===== src/rtl/mm_pkg.sv =====
package mm_pkg;
   localparam int unsigned NINE_SHIFT = 3;
   localparam int unsigned NINE_EXTRA = 4;

   function automatic int unsigned sum_width(input int unsigned cnt_w);
      return cnt_w + 1;
   endfunction
endpackage


===== src/rtl/mm_accum.sv =====
module mm_accum #(
   parameter int unsigned CNT_W = 32,
   localparam int unsigned SUM_W = mm_pkg::sum_width(CNT_W)
) (
   input  logic             clk,
   input  logic             rst_n,
   input  logic             clear_in,
   input  logic             valid_in,
   input  logic             bit_in,
   output logic [SUM_W-1:0] sum_q,
   output logic [CNT_W-1:0] cnt_q,
   output logic [SUM_W-1:0] sum_d,
   output logic [CNT_W-1:0] cnt_d,
   output logic             upd_o
);
   localparam logic [CNT_W-1:0] CNT_MAX = {CNT_W{1'b1}};
   localparam logic [SUM_W-1:0] ONE_S   = {{(SUM_W-1){1'b0}}, 1'b1};
   localparam logic [CNT_W-1:0] ONE_C   = {{(CNT_W-1){1'b0}}, 1'b1};

   always_comb begin
      upd_o = valid_in && !clear_in && (cnt_q != CNT_MAX);
      sum_d = sum_q;
      cnt_d = cnt_q;
      if (upd_o) begin
         sum_d = bit_in ? (sum_q + ONE_S) : (sum_q - ONE_S);
         cnt_d = cnt_q + ONE_C;
      end
   end

   always_ff @(posedge clk or negedge rst_n) begin
      if (!rst_n) begin
         sum_q <= '0;
         cnt_q <= '0;
      end else if (clear_in) begin
         sum_q <= '0;
         cnt_q <= '0;
      end else begin
         sum_q <= sum_d;
         cnt_q <= cnt_d;
      end
   end
endmodule


===== src/rtl/mm_envelope.sv =====
module mm_envelope #(
   parameter int unsigned CNT_W = 32,
   parameter int unsigned MIN_N = 64,
   localparam int unsigned SUM_W = mm_pkg::sum_width(CNT_W),
   localparam int unsigned SQ_W  = 2 * SUM_W,
   localparam int unsigned N9_W  = CNT_W + mm_pkg::NINE_EXTRA
) (
   input  logic [SUM_W-1:0] sum_i,
   input  logic [CNT_W-1:0] cnt_i,
   output logic             hit_o
);
   logic [SUM_W-1:0] mag;
   logic [SQ_W-1:0]  sq;
   logic [N9_W-1:0]  nine_n;
   logic             outside;
   logic             armed;

   always_comb begin
      mag     = sum_i[SUM_W-1] ? (~sum_i + {{(SUM_W-1){1'b0}}, 1'b1}) : sum_i;
      sq      = {{SUM_W{1'b0}}, mag} * {{SUM_W{1'b0}}, mag};
      nine_n  = {{mm_pkg::NINE_EXTRA{1'b0}}, cnt_i}
              + {1'b0, cnt_i, {mm_pkg::NINE_SHIFT{1'b0}}};
      outside = (sq >= {{(SQ_W-N9_W){1'b0}}, nine_n});
   end

   generate
      if (MIN_N <= 1) begin : g_no_gate
         assign armed = 1'b1;
      end else begin : g_gate
         localparam logic [CNT_W-1:0] MIN_L = CNT_W'(MIN_N);
         assign armed = (cnt_i >= MIN_L);
      end
   endgenerate

   assign hit_o = armed && outside;
endmodule


===== src/rtl/mm_alarm.sv =====
module mm_alarm (
   input  logic clk,
   input  logic rst_n,
   input  logic clear_in,
   input  logic upd_i,
   input  logic hit_i,
   output logic alarm_q
);
   always_ff @(posedge clk or negedge rst_n) begin
      if (!rst_n)              alarm_q <= 1'b0;
      else if (clear_in)       alarm_q <= 1'b0;
      else if (upd_i && hit_i) alarm_q <= 1'b1;
   end
endmodule


===== src/rtl/monobit_monitor.sv =====
module monobit_monitor #(
   parameter int unsigned CNT_W = 32,
   parameter int unsigned MIN_N = 64
) (
   input  logic                       clk,
   input  logic                       rst_n,
   input  logic                       bit_in,
   input  logic                       valid_in,
   input  logic                       clear_in,
   output logic                       alarm_o,
   output logic signed [CNT_W:0]      sum_o,
   output logic        [CNT_W-1:0]    count_o
);
   localparam int unsigned SUM_W = mm_pkg::sum_width(CNT_W);

   generate
      if (CNT_W < 2 || CNT_W > 62) begin : g_bad_width
         $error("monobit_monitor: CNT_W out of range");
      end
      if (CNT_W < 32 && MIN_N >= (64'd1 << CNT_W)) begin : g_bad_min
         $error("monobit_monitor: MIN_N not reachable by counter");
      end
   endgenerate

   logic [SUM_W-1:0] sum_q, sum_d;
   logic [CNT_W-1:0] cnt_q, cnt_d;
   logic             upd, hit;

   mm_accum #(.CNT_W(CNT_W)) u_accum (
      .clk(clk), .rst_n(rst_n), .clear_in(clear_in), .valid_in(valid_in),
      .bit_in(bit_in), .sum_q(sum_q), .cnt_q(cnt_q), .sum_d(sum_d),
      .cnt_d(cnt_d), .upd_o(upd)
   );

   mm_envelope #(.CNT_W(CNT_W), .MIN_N(MIN_N)) u_env (
      .sum_i(sum_d), .cnt_i(cnt_d), .hit_o(hit)
   );

   mm_alarm u_alarm (
      .clk(clk), .rst_n(rst_n), .clear_in(clear_in), .upd_i(upd),
      .hit_i(hit), .alarm_q(alarm_o)
   );

   assign sum_o   = $signed(sum_q);
   assign count_o = cnt_q;
endmodule


===== config.mk =====
export PLATFORM = sky130hd
export DESIGN_NAME = monobit_monitor
export DESIGN_NICKNAME = d
export VERILOG_FILES = /design/src/rtl/mm_pkg.sv /design/src/rtl/mm_accum.sv /design/src/rtl/mm_envelope.sv /design/src/rtl/mm_alarm.sv /design/src/rtl/monobit_monitor.sv
export SDC_FILE = /design/constraint.sdc
export NUM_CORES = 2
export LEC_CHECK = 0
export ABC_AREA = 1
export BUFFER_PORTS_ARGS = -buffer_cell sky130_fd_sc_hd__buf_2
export CORE_MARGIN = 3
export CORE_UTILIZATION = 35
export DETAILED_ROUTE_END_ITERATION = 7
export PLACE_DENSITY = 0.59
export SETUP_SLACK_MARGIN = 0.4
export SYNTH_ARGS = -nofsm -noshare
export SYNTH_HDL_FRONTEND = slang
export SYNTH_HIERARCHICAL = 1
export SYNTH_SLANG_ARGS = --single-unit

===== constraint.sdc =====
create_clock -name clk -period 14 [get_ports clk]
set_input_delay 0.7 -clock clk [delete_from_list [all_inputs] [get_ports clk]]
set_output_delay 0.7 -clock clk [all_outputs]
set_load 0.02 [all_outputs]

# Yosys cells after proc, flatten, opt, wreduce, memory -nomap -nowiden
# Cells that the tools add are included.
[totals]
wordCells = 27
in_bits = 5
regBits = 66
[classes]
bitwise_logic = 1
n_eq_ne = 1
n_reduce_logical = 6
muxes = 8
addsub = 5
n_mul = 1
magnitude_cmp = 2
[op_table]
columns = ["cell", "n"]
rows = [
  ["two-way mux 33 bit", 4],
  ["adder 33 x 1 -> 33 bit, second input constant", 2],
  ["greater-or-equal comparator 66 x 36 -> 1 bit", 1],
  ["multiplier 33 x 33 -> 66 bit", 1],
  ["two-way mux 32 bit", 2],
  ["adder 32 x 35 -> 36 bit", 1],
  ["inverter 33 bit", 1],
  ["subtractor 33 x 1 -> 33 bit, second input constant", 1],
  ["adder 32 x 1 -> 32 bit, second input constant", 1],
  ["greater-or-equal comparator 32 x 7 -> 1 bit, second input constant", 1],
  ["inequality test 32 bit, second input constant", 1],
  ["logical AND 1 bit", 4],
  ["two-way mux 1 bit", 2],
  ["nonzero test 2 bit", 1],
  ["logical NOT 1 bit", 1],
]

# Depth between registers and ports, before layout
[logic_depth]
word_depth = 13
depth_mapped = 71

# By module
# The synthesis kept the hierarchy.
[by_module_without_submodules]
columns = ["mod", "area_each_um2", "cells_each", "seq_area_each_um2", "instances"]
rows = [
  ["mm_envelope", 35730.5, 4609, 0.0, 1],
  ["mm_accum", 6383.6, 1078, 1626.6, 1],
  ["mm_alarm", 41.3, 4, 25.0, 1],
]

# Least setup slack after synthesis
# No wires, ideal clock.
[synth_timing]
path_type = "reg-to-reg"
start = "reg u_accum.cnt_q[0]"
end = "reg u_alarm.alarm_q"
setup_slack_ns = 2.922
period_less_slack_ns = 11.078
path_stages_with_launch = 66
arrival_time_ns = 11.005
path_buffers = 6
cell_sequence = "dfrtp_1 > ha_1 > nand2_1 > nor2_4 > nand2_1 > nor2_2 > nand2_2 > nand2_4 > buf_6 > buf_6 > xor2_1 > inv_1 > inv_2 > clkbuf_1 > clkbuf_1 > ha_1 > nand3_1 > nor2_2 > [30 not listed] > ha_1 > nand2_1 > nor2_1 > inv_1 > or2_2 > nor3_1 > nand2_1 > nand2_1 > nor2_1 > nand3_1 > nand2_1 > nor2_1 > nand2_1 > nand3_1 > nor2_1 > a21oi_1 > nand2_1 > a21oi_2"
[synth_between]
elab_chain_len = 11
word_cells_on_any_way = 15
[synth_rtl]
columns = ["element", "line", "text"]
rows = [
  ["start: declaration", "mm_accum.sv:11", "output logic [CNT_W-1:0] cnt_q,"],
  ["start signal: assignment", "mm_accum.sv:39", "cnt_q <= cnt_d;"],
  ["inequality test 32 bit (*)", "mm_accum.sv:21", "upd_o = valid_in && !clear_in && (cnt_q != CNT_MAX);"],
  ["logical AND 1 bit (*)", "mm_accum.sv:21", ""],
  ["two-way mux 33 bit (*)", "mm_accum.sv:24", "if (upd_o) begin"],
  ["via sum_d[0]", "monobit_monitor.sv:25", "logic [SUM_W-1:0] sum_q, sum_d;"],
  ["inverter 33 bit", "mm_envelope.sv:19", "mag = sum_i[SUM_W-1] ? (~sum_i + {{(SUM_W-1){1'b0}}, 1'b1}) : sum_i;"],
  ["adder 33 x 1 -> 33 bit", "mm_envelope.sv:19", ""],
  ["two-way mux 33 bit (*)", "mm_envelope.sv:19", ""],
  ["multiplier 33 x 33 -> 66 bit (*)", "mm_envelope.sv:20", "sq = {{SUM_W{1'b0}}, mag} * {{SUM_W{1'b0}}, mag};"],
  ["greater-or-equal comparator 66 x 36 -> 1 bit (*)", "mm_envelope.sv:23", "outside = (sq >= {{(SQ_W-N9_W){1'b0}}, nine_n});"],
  ["logical AND 1 bit (*)", "mm_envelope.sv:35", "assign hit_o = armed && outside;"],
  ["via hit", "monobit_monitor.sv:27", "logic upd, hit;"],
  ["logical AND 1 bit (*)", "mm_alarm.sv:12", "else if (upd_i && hit_i) alarm_q <= 1'b1;"],
  ["nonzero test 2 bit (no line) (*)", "--", ""],
  ["end signal: assignment", "mm_alarm.sv:10", "if (!rst_n) alarm_q <= 1'b0;"],
  ["end signal: assignment", "mm_alarm.sv:11", "else if (clear_in) alarm_q <= 1'b0;"],
  ["end signal: assignment", "mm_alarm.sv:12", ""],
  ["end: declaration", "mm_alarm.sv:7", "output logic alarm_q"],
]
# Mark *: on every way through the listed nets, which the timed path passes. The rest lies on a longest branch.
# A chain may end at the register's enable or synchronous reset.

# Worst setup path after layout
# Ends and elaborated chain as after synthesis.

==> reports/qor.yml <==
fp.dieH_microns: 353
cts_sinks: 66
critPathMaxFanout: 19
wl_met1_microns: 59300
place_congestion: 0.970
grt_usage_pct: 22.0
drc_errors: 0
routed_wl_microns: 135000
critPathKind: "reg -> reg"
period_minus_slack_ns: 12.97
synth_compound_area_share_pct: 3.71
vias: 35000
post-route-period-util_pct: 92.6
status: "finished, final reports clean"
cp.required_ns: 14.28
slew_headroom_pct: 33.3
layout_commonest_cell: "inv_1"
io-pin-count: 71
grt_pass1_vias: 36600
synth_seq_area_share_pct: 3.92
cp_common_cell: "nand2_1"
mostFrequentLayoutCells: "1,673 x inv_1, 1,195 x nand2_1, 857 x fa_1"
synth-xor-area-share_pct: 2.98
path_clk_slew_ns: 0.06
ctsHoldBuffers: 0
areaGrowthSynthToFinish_pct: 6.43
io_buffers: 70
fillers: 12500
startpoint_type: "register"
crit_slowest_cell: "fa_1"
fmax_ghz: 0.0771
worst_pin_slew_ns: 0.999
regArea_sq_um: 1650
end_kind: "register"
yosys.cell_types.count: 60
rsz0062_at_grt: "no"
fin_skew_ns: 0.00997
initial_core_util_pct: 35.5
dr.pass1.iters: 5
cts-buffers-inserted: 9
synth_top_family_by_area: "adder cells"
wl_met3_microns: 8990
antenna_found_initial: 0
synth_top_cell_by_area: "fa_1"
synth_seq_cells: 66
worstPathArrival_ns: 13.25
synth_adder_area_share_pct: 51.6
ant_nets: 0
max_stage_delay_ns: 0.69
core_sq_um: 119000
synth-simple-area-share_pct: 21.3
dieArea_sq_um: 125000
multi_input_area_sq_um: 33600
dp_hpwl_microns: 116000
finalHoldViolCount: 0
finalMaxSlewViolations: 0
syn_area_per_cell_sq_um: 7.41
ys.warnings.count: 6
rows: 126
die_x_microns: 353
nets: 6977
syn_inst: 5691
cts.path.max_buffers: 2
synth.area.top_cells: "fa_1 41%, inv_1 15%, ha_1 11%, nand2_1 11%, nor2_1 5.7%"
max-cap-violations: 0
setup_viol: 0
h-tree-depth: 3
setup_tns_ns: 0
route.met2.wl_microns: 62900
grt_max_degree: 67
vias_per_cell: 4.75
synth.mux.area_fraction_pct: 0
diodes: 0
post_drt_wl_per_cell_microns: 18.3
worstSkewPairLatency_ns: 0.35
synth_top_cell_area_share_pct: 40.7
hold_class: "in -> async"
synth_area_sq_um: 42200
grt_pass1_wl_microns: 214000
drive_gt1_share_pct: 4.50
root_buffer: "clkbuf_16"
drtIter0Drc: 2627
grt-ovfl-total: 0
cts_tree: "built"
top_layer: "met5"
through the flow:
step	utilization (%)	hold slack [ns]	setup WS [ns]	std cells	instance area (sq um)
after global routing	37.8	0.599	0.401	7354	44900
after CTS	37.8	0.577	1.23	7352	44800
after floorplan	-	0.404	2.92	5714	42200
final	37.8	0.536	1.03	7354	44900
after global placement	37.5	0.579	1.28	7336	44500
after detailed placement	37.5	0.578	1.17	7336	44500
final cells by class:
cell class | instances | share of cell area [%]
clock inverters | 6 | 0.251
flip-flops and latches | 66 | 3.68
inverters | 1703 | 14.3
multi-input cells | 3837 | 74.9
clock buffers | 10 | 0.533
well taps | 1600 | 4.46
repair buffers | 132 | 1.85
state kept, by name, summed over array words and instances (netlist names):
name / cells
u_accum/sum_q: 33
u_alarm/alarm_q: 1
u_accum/cnt_q: 32
synth_stat cells, drive strengths merged:
master / instances
nand4: 38
nor4: 19
a31oi: 3
or2: 37
o21bai: 17
a211oi: 3
inv: 1700
xnor2: 34
o21a: 15
nand2: 1214
nor2: 658
a21o: 6
xor2: 106
and2: 3
ha: 366
nor2b: 3
or3: 2
nand3b: 8
a31o: 5
and3: 2
clkbuf: 52
fa: 857
dfrtp: 66
nand3: 140
o211ai: 2
clkinv: 3
a21oi: 137
o221ai: 1
o21ai: 82
o2111ai: 1
conb: 2
nor3: 50
buf: 56
a21boi: 3
logic make-up (layout without fill, tap and decap cells):
| group | after synthesis | count (layout) |
|---|---|---|
| and+or+nand+nor | 2174 | 2174 |
| buffers and inverters | 1811 | 1851 |
| adders and majority gates | 1223 | 1223 |
| AOI/OAI and AO/OA | 275 | 275 |
| xor gates and xnor gates | 140 | 140 |
| DFF | 66 | 66 |
| other | 2 | 25 |
critical path: cells and delay by family, from the launching register on:
family | cells | cell delay [ns]
fa+ha+maj | 12 | 5.43
simple gates | 28 | 4.55
buf+inv | 8 | 1.34
xor+xnor | 3 | 0.64
flops | 1 | 0.49
compound gates | 3 | 0.39
final timing paths:
| kind | start | to | slack (ns) | cells after the start |
|---|---|---|---|---|
| worst max-delay path | u_accum/cnt_q[0]$_DFF_PN0_ | u_alarm/alarm_q$_DFFE_PN0P_ | 1.03 | 54 |
| worst min-delay path | rst_n | u_accum/cnt_q[13]$_DFF_PN0_ | 0.54 | 2 |
| worst max register to register | u_accum/cnt_q[0]$_DFF_PN0_ | u_alarm/alarm_q$_DFFE_PN0P_ | 1.03 | 54 |
| worst min register to register | u_alarm/alarm_q$_DFFE_PN0P_ | u_alarm/alarm_q$_DFFE_PN0P_ | 0.60 | 2 |
| max in group asynchronous | rst_n | u_accum/sum_q[4]$_DFF_PN0_ | 12.84 | 2 |
| min in group clk | u_alarm/alarm_q$_DFFE_PN0P_ | u_alarm/alarm_q$_DFFE_PN0P_ | 0.60 | 2 |
layer usage:
layer | vias up | GRT usage (%)
li1 | 16400 | -
met1 | 17200 | 30.4
met2 | 1138 | 36.4
met3 | 174 | 3.31
met4 | 2 | 5.07
met5 | - | 0.500
repair_timing:
action | 4_1_cts | 5_1_grt
endpoints found under the hold margin | 0 | 0
setup buffers | 0 | 2
gates resized for setup | 0 | 3
setup endpoints to repair | 0 | 1
Power is not shown: default switching activity piles up to over one toggle a cycle in this logic, so the estimate is an artifact.
